### src/rtl/vms_pkg.sv
// Package: shared slot-state encoding and status-word bit positions for the
// maintenance status generator. Assumes a two-bit slot state.
package vms_pkg;
    typedef enum logic [1:0] {
        SLOT_IDLE     = 2'b00,
        SLOT_PEND     = 2'b01,
        SLOT_ACT      = 2'b10,
        SLOT_PEND_ACT = 2'b11
    } slot_state_e;

    localparam int STAT_W      = 8;
    localparam int ST_EOI      = 0;
    localparam int ST_UNDER    = 1;
    localparam int ST_MISSED   = 2;
    localparam int ST_NOPEND   = 3;
    localparam int ST_G0_ON    = 4;
    localparam int ST_G0_OFF   = 5;
    localparam int ST_G1_ON    = 6;
    localparam int ST_G1_OFF   = 7;
endpackage

### src/rtl/vms_slot_scan.sv
// Module: scans every slot and produces the completion map, the empty map,
// the count of non-idle slots and a flag for any pending slot.
// Assumes slot i occupies bits [2i+1:2i] of slot_state. Purely combinational.
module vms_slot_scan
    import vms_pkg::*;
#(
    parameter int NUM_SLOTS = 16,
    localparam int CW       = $clog2(NUM_SLOTS + 1)
) (
    input  logic [2*NUM_SLOTS-1:0] slot_state,
    input  logic [NUM_SLOTS-1:0]   slot_hw,
    input  logic [NUM_SLOTS-1:0]   slot_eoi,
    output logic [NUM_SLOTS-1:0]   eoi_map,
    output logic [NUM_SLOTS-1:0]   empty_map,
    output logic [CW-1:0]          live_cnt,
    output logic                   any_pend
);
    logic [NUM_SLOTS-1:0] idle_v;
    logic [NUM_SLOTS-1:0] pend_v;

    for (genvar i = 0; i < NUM_SLOTS; i++) begin : g_slot
        // per-slot classification of state and flags
        always_comb begin
            idle_v[i]    = (slot_state[2*i +: 2] == SLOT_IDLE);
            pend_v[i]    = slot_state[2*i];
            eoi_map[i]   = idle_v[i] & ~slot_hw[i] & slot_eoi[i];
            empty_map[i] = idle_v[i] & (slot_hw[i] | ~slot_eoi[i]);
        end
    end

    // population count of non-idle slots
    always_comb begin
        live_cnt = '0;
        for (int k = 0; k < NUM_SLOTS; k++) begin
            live_cnt = live_cnt + CW'(!idle_v[k]);
        end
    end

    // any slot carrying the pending bit
    assign any_pend = |pend_v;
endmodule

### src/rtl/vms_status_pack.sv
// Module: combines each hypervisor enable with its slot-wide condition into
// the status word. Assumes inputs already reduced by the slot scanner.
module vms_status_pack
    import vms_pkg::*;
#(
    parameter int NUM_SLOTS = 16,
    localparam int CW       = $clog2(NUM_SLOTS + 1)
) (
    input  logic              any_eoi,
    input  logic [CW-1:0]     live_cnt,
    input  logic              any_pend,
    input  logic              cnt_nonzero,
    input  logic              ie_underflow,
    input  logic              ie_missed,
    input  logic              ie_nopend,
    input  logic              ie_g0_on,
    input  logic              ie_g0_off,
    input  logic              ie_g1_on,
    input  logic              ie_g1_off,
    input  logic              vg0_enable,
    input  logic              vg1_enable,
    output logic [STAT_W-1:0] stat_word
);
    localparam logic [CW-1:0] UNDER_LIM = CW'(2);

    // assemble status bits
    always_comb begin
        stat_word            = '0;
        stat_word[ST_EOI]    = any_eoi;
        stat_word[ST_UNDER]  = ie_underflow & (live_cnt < UNDER_LIM);
        stat_word[ST_MISSED] = ie_missed & cnt_nonzero;
        stat_word[ST_NOPEND] = ie_nopend & ~any_pend;
        stat_word[ST_G0_ON]  = ie_g0_on  &  vg0_enable;
        stat_word[ST_G0_OFF] = ie_g0_off & ~vg0_enable;
        stat_word[ST_G1_ON]  = ie_g1_on  &  vg1_enable;
        stat_word[ST_G1_OFF] = ie_g1_off & ~vg1_enable;
    end
endmodule

### src/rtl/vms_miss_counter.sv
// Module: counter of completions that matched no slot. Wraps modulo
// 2**CNT_W. Synchronous active-low reset.
module vms_miss_counter #(
    parameter int CNT_W = 5
) (
    input  logic             clk,
    input  logic             rst_n,
    input  logic             bump,
    output logic [CNT_W-1:0] count
);
    // advance on each bump, clear on reset
    always_ff @(posedge clk) begin
        if (!rst_n) begin
            count <= '0;
        end else if (bump) begin
            count <= count + 1'b1;
        end
    end
endmodule

### src/rtl/vgic_maint_status.sv
// Module: top of the maintenance status generator. Wires the slot scanner,
// status packer and miss counter, and gates the maintenance line with the
// global enable. Assumes slot fields are stable register outputs.
module vgic_maint_status
    import vms_pkg::*;
#(
    parameter int NUM_SLOTS = 16,
    parameter int CNT_W     = 5
) (
    input  logic                   clk,
    input  logic                   rst_n,
    input  logic [2*NUM_SLOTS-1:0] slot_state,
    input  logic [NUM_SLOTS-1:0]   slot_hw,
    input  logic [NUM_SLOTS-1:0]   slot_eoi,
    input  logic                   hyp_enable,
    input  logic                   ie_underflow,
    input  logic                   ie_missed,
    input  logic                   ie_nopend,
    input  logic                   ie_g0_on,
    input  logic                   ie_g0_off,
    input  logic                   ie_g1_on,
    input  logic                   ie_g1_off,
    input  logic                   vg0_enable,
    input  logic                   vg1_enable,
    input  logic                   eoi_miss,
    output logic [STAT_W-1:0]      stat_word,
    output logic [NUM_SLOTS-1:0]   eoi_map,
    output logic [NUM_SLOTS-1:0]   empty_map,
    output logic [CNT_W-1:0]       eoi_count,
    output logic                   maint_irq
);
    localparam int CW = $clog2(NUM_SLOTS + 1);

    logic [CW-1:0] live_cnt;
    logic          any_pend;

    vms_slot_scan #(.NUM_SLOTS(NUM_SLOTS)) u_scan (
        .slot_state (slot_state),
        .slot_hw    (slot_hw),
        .slot_eoi   (slot_eoi),
        .eoi_map    (eoi_map),
        .empty_map  (empty_map),
        .live_cnt   (live_cnt),
        .any_pend   (any_pend)
    );

    vms_miss_counter #(.CNT_W(CNT_W)) u_cnt (
        .clk   (clk),
        .rst_n (rst_n),
        .bump  (eoi_miss),
        .count (eoi_count)
    );

    vms_status_pack #(.NUM_SLOTS(NUM_SLOTS)) u_pack (
        .any_eoi      (|eoi_map),
        .live_cnt     (live_cnt),
        .any_pend     (any_pend),
        .cnt_nonzero  (|eoi_count),
        .ie_underflow (ie_underflow),
        .ie_missed    (ie_missed),
        .ie_nopend    (ie_nopend),
        .ie_g0_on     (ie_g0_on),
        .ie_g0_off    (ie_g0_off),
        .ie_g1_on     (ie_g1_on),
        .ie_g1_off    (ie_g1_off),
        .vg0_enable   (vg0_enable),
        .vg1_enable   (vg1_enable),
        .stat_word    (stat_word)
    );

    // maintenance line: global enable gates any raised status bit
    assign maint_irq = hyp_enable & (|stat_word);
endmodule

### config.mk
export PLATFORM = sky130hd
export DESIGN_NAME = vgic_maint_status
export DESIGN_NICKNAME = d
export VERILOG_FILES = /design/src/rtl/vms_pkg.sv /design/src/rtl/vms_slot_scan.sv /design/src/rtl/vms_status_pack.sv /design/src/rtl/vms_miss_counter.sv /design/src/rtl/vgic_maint_status.sv
export SDC_FILE = /design/constraint.sdc
export NUM_CORES = 1
export LEC_CHECK = 0
export ABC_AREA = 1
export BUFFER_PORTS_ARGS = -buffer_cell sky130_fd_sc_hd__buf_2
export CORE_AREA = 2 2 54 81
export DETAILED_ROUTE_END_ITERATION = 12
export DIE_AREA = 0 0 56 83
export PLACE_DENSITY = 0.75
export SYNTH_ARGS = -nofsm -noshare
export SYNTH_HDL_FRONTEND = slang
export SYNTH_SLANG_ARGS = --single-unit
### constraint.sdc
create_clock -name clk -period 6.5 [get_ports clk]
set_clock_uncertainty 0.1 [all_clocks]
set_input_delay 1.3 -clock clk [delete_from_list [all_inputs] [get_ports clk]]
set_output_delay 1.3 -clock clk [all_outputs]
set_load 0.01 [all_outputs]
# Word-level counts from Yosys, hierarchy flattened
# Cells that the tools add are included.
# totals
wordCells	161
reg_bits	5
out_inout_bits	46
input_bits	77
# op_classes
magnitude_cmp	1
bitwise	107
addsub	16
reduce_logical	36
# op_table
operator	n
5-bit by 1-bit adder with 5-bit output	14
1-bit bitwise AND	56
1-bit NOT	35
2-bit logical NOT	16
16-bit OR reduction	2
23-bit OR reduction	1
1-bit logical NOT	16
1-bit bitwise OR	16
5-bit by 1-bit adder with 5-bit output (second input constant)	1
5-bit by 2-bit < comparator with 1-bit output (second input constant)	1
5-bit OR reduction	1
1-bit by 1-bit adder with 2-bit output	1

# Longest topological paths before layout
# depth
ltp_word	21
ltp_mapped	21
ltp_nobuf	21

# Cells and area by module
# A second synthesis with hierarchy kept.
# hier_totals
cells_unflattened	219
area_unflattened_um2	1293.7
# modules_own_cells
module	seq_area_each_um2	cells_each	area_each_um2	n_inst
vms_slot_scan	0.0	145	905.9	1
vms_miss_counter	100.1	28	210.2	1
vgic_maint_status	0.0	27	102.6	1
vms_status_pack	0.0	19	75.1	1

# Worst setup path before layout
# OpenSTA, ideal clock, no wires.
# synth_path
kind	input -> output
start	in slot_state[1]
end	out maint_irq
slack_ns	-0.179
stages	19
arrival_time_ns	5.279
required_ns	5.100
cell_sequence	or2_4 > ha_1 > inv_1 > fa_1 > inv_1 > fa_1 > fa_1 > fa_1 > ha_1 > nand2_1 > nand2_1 > inv_1 > fa_1 > nand2_1 > nor4_1 > nand2_2 > nand3_2 > nand2_1 > inv_1
# synth_via
elab_chain_len	21
# synth_rtl
element	line	rtl
start, declared	vgic_maint_status.sv:12	input logic [2*NUM_SLOTS-1:0] slot_state,
2-bit logical NOT (*)	vms_slot_scan.sv:24	idle_v[i] = (slot_state[2*i +: 2] == SLOT_IDLE);
1-bit logical NOT	vms_slot_scan.sv:35	live_cnt = live_cnt + CW'(!idle_v[k]);
1-bit by 1-bit adder with 2-bit output	vms_slot_scan.sv:35	
5-bit by 1-bit adder with 5-bit output (14 in a row)	vms_slot_scan.sv:35	
5-bit by 2-bit < comparator with 1-bit output	vms_status_pack.sv:30	stat_word[ST_UNDER] = ie_underflow & (live_cnt < UNDER_LIM);
1-bit bitwise AND	vms_status_pack.sv:30	
23-bit OR reduction (*)	vgic_maint_status.sv:72	assign maint_irq = hyp_enable & (|stat_word);
1-bit bitwise AND (*)	vgic_maint_status.sv:72	
end, declared	vgic_maint_status.sv:30	output logic maint_irq
# Mark *: on every way between the ends. The rest lies on a longest branch, timed or not.

# Worst setup path after layout
# layout_path
start	in slot_state[0]
end	out maint_irq
# layout_via
elab_chain_len	21
# layout_rtl
element	line
2-bit logical NOT	vms_slot_scan.sv:24
1-bit logical NOT	vms_slot_scan.sv:35
1-bit by 1-bit adder with 2-bit output	vms_slot_scan.sv:35
5-bit by 1-bit adder with 5-bit output (14 in a row)	vms_slot_scan.sv:35
5-bit by 2-bit < comparator with 1-bit output	vms_status_pack.sv:30
1-bit bitwise AND	vms_status_pack.sv:30
23-bit OR reduction (*)	vgic_maint_status.sv:72
1-bit bitwise AND (*)	vgic_maint_status.sv:72
# Marked as above.

==> results.cfg <==
[clocking]
hold_buffers = 0
insertion_delay_ns = 0.23
ctsLongestPathBuffers = 2
cts_root_buf = clkbuf_8
clock_sinks = 5
clk_pin_slew_ns = 0.03
cts_buffers = 3
cts_tree = built
ctsHtreeMaxLevel = 1

[sta]
fin_crit_sh_pct = 105
fin_crit_ns = 6.85
fmax_ghz = 0.146
worst_slew_pin_slew_ns = 0.248
report.final.slew_viol_count = 0
slew_headroom_pct = 83.3
finalWorstSetupSlack_ns = -0.347
finalSetupViolCount = 2
tns_ns = -0.609
hold_viol_final = 0
rsz0062_at_grt = yes

[worst_setup_path]
path_common_cell = fa_1
crit_fanout = 2
cp_slowest_stage_delay_ns = 0.51
endpoint_kind = output pin
required_ns = 5.10
worstSetupPathType = in -> out
worstSetupStartpointType = input port
crit_chain = buf_6 -> or2_4 -> ha_4 -> inv_2 -> fa_1 -> inv_1 -> fa_1 -> fa_1 -> fa_1 -> ha_1 -> nand2_1 -> nand2_1 -> inv_1 -> fa_1 -> nand2_1 -> nor4_2 -> nand2_2 -> nand3_2 -> nand2_2 -> inv_2 -> buf_6
critPathSlowestCell = fa_1
cp.arrival_ns = 5.45

[power_and_ir_drop]
p_per_area_nw_per_um2 = 145
max-vdd-ir-drop_uv = 146
p_leak_nw = 1.44

[synth]
synth-seq-area-share_pct = 7.99
synth-xor-area-share_pct = 0
synth_fa_ha_area_share_pct = 22.4
synth-simple-area-share_pct = 42.2
avgSynthCellArea_um2 = 5.80
synth_seq_cells = 5
synthMuxAreaShare_pct = 0
ys_types = 19
synth_top_family_by_area = simple AND/OR/NAND/NOR gates
synth.cell_area_um2 = 1250
syn_inst = 216
syn_nets = 310
yosysWarnings = 0
synth_compound_area_share_pct = 7.39

[route]
final_antenna_net_count = 0
via_per_inst = 4.39
wl_um = 4010
vias = 1733
drc = 0
drt-initial-drc-count = 52
wire_per_inst_um = 10.1
firstDrtPassIters = 4

[die]
die_y_um = 83
design.core.area_um2 = 3920
num_io_pins = 123
die_area_um2 = 4650
num_rows = 28
start_util_pct = 31.9
die_w_um = 56

[placement]
portBuffers = 122
gp_congestion = 0.841
dp_hpwl_um = 3670
dpl.cell_count = 390

[layout]
fill_cells = 409
top_regs = u_cnt.count: 5 flops
final_cell_mix = buf_2, inv_1, nand2_1
largest-register = u_cnt.count
nets = 445
largest_reg_flops = 5
final_common_cell = buf_2
final_cells = 395
post-route-util_pct = 52.5
areaGrowthSynthToFinish_pct = 64.5
antennaDiodeCount = 0
drive_gt1_share_pct = 45.7

[global_routing]
grtUsageTotal_pct = 17.6
antenna_found_initial = 0
grt_pass1_wl_um = 6770
grt_overflow = 0
grt_max_degree = 7
grt_pass1_vias = 1770

[flow_run]
maxCapViolations = 0

[hold_path]
min-delay-path-class = reg -> reg

[run_status]
status = complete, but fails checks
violations = setup timing
[final cells by class]
type                            instances  area, µm²  share of cell area [%]
Sequential cell                         5        100                    4.86
Inverter                               65        244                    11.8
Clock buffer                            4       45.0                    2.19
Tap cell                               45       56.3                    2.73
Multi-Input combinational cell        145        925                    44.9
Timing Repair Buffer                  131        691                    33.5
[path summary, 6_finish.rpt]
| kind | start | end | slack, ns | cells past startpoint |
|---|---|---|---|---|
| worst max-delay path | slot_state[0] | maint_irq | -0.35 | 21 |
| worst min register to register | u_cnt.count[0]$_SDFFE_PN0P_ | u_cnt.count[0]$_SDFFE_PN0P_ | 0.43 | 2 |
| worst min-delay path | u_cnt.count[0]$_SDFFE_PN0P_ | u_cnt.count[0]$_SDFFE_PN0P_ | 0.43 | 2 |
| worst max register to register | u_cnt.count[0]$_SDFFE_PN0P_ | u_cnt.count[4]$_SDFFE_PN0P_ | 5.31 | 5 |
[timing repair]
| item | in CTS | in global routing |
|---|---|---|
| buffers inserted | 1 | 0 |
| pin swaps | 1 | 2 |
| gates resized for setup | 3 | 3 |
| cloned | 0 | 0 |
| endpoints found under the setup margin | 2 | 2 |
[metal layers]
layer	part of all wire (%)	GRT usage, %	vias up
met5	0	0	-
met4	1.5	5.63	0
met3	6.8	1.40	8
met2	59	37.9	75
met1	33	16.2	745
li1	-	-	905
[worst max-delay path: cells and delay by family]
family | cells | cell delay, ns
fa+ha+maj | 7 | 2.85
buf+inv | 6 | 0.35
simple gates | 8 | 0.94
[per-stage QoR]
| stage | setup WS, ns | hold slack (ns) | area, µm² | total power, mW |
|---|---|---|---|---|
| 6_report | -0.347 | 0.425 | 2060 | 0.299 |
| 5_1_grt | -0.594 | 0.484 | 2060 | 0.333 |
| 4_1_cts | -0.299 | 0.433 | 2060 | 0.298 |
| 3_5_place_dp | -0.397 | 0.427 | 1990 | 0.230 |
| 3_3_place_gp | -0.332 | 0.409 | 1990 | 0.222 |
| 2_1_floorplan | -0.0940 | 0.430 | 1270 | 0.164 |
[cell families (layout without fill, tap and decap cells)]
| kind of cell | count (synthesis) | count (layout) |
|---|---|---|
| flip-flops | 5 | 5 |
| AO/OA/AOI/OAI | 18 | 18 |
| AND/OR/NAND/NOR | 110 | 110 |
| buffers and inverters | 66 | 200 |
| adder cells (fa/ha/maj) | 17 | 17 |
[Yosys cell counts (all sizes together)]
| master | count | area [µm²] |
|---|---|---|
| dfxtp | 5 | 100 |
| a21boi | 1 | 7.51 |
| buf | 1 | 7.51 |
| inv | 65 | 244 |
| nor4 | 1 | 6.26 |
| fa | 9 | 180 |
| a21oi | 17 | 85.1 |
| or2 | 4 | 35.0 |
| nand3 | 14 | 75.1 |
| nor3 | 3 | 15.0 |
| ha | 8 | 100 |
| nor2 | 46 | 225 |
| nor3b | 1 | 7.51 |
| and3 | 1 | 6.26 |
| nand2 | 40 | 158 |
[power breakdown]
part / internal, mW / switching, mW / leakage, nW
Clock: 0.0423 / 0.0174 / 0.0228
Combinational: 0.0964 / 0.110 / 1.37
Sequential: 0.0320 / 0.00113 / 0.0407
Power figures use the tool's default switching activity.
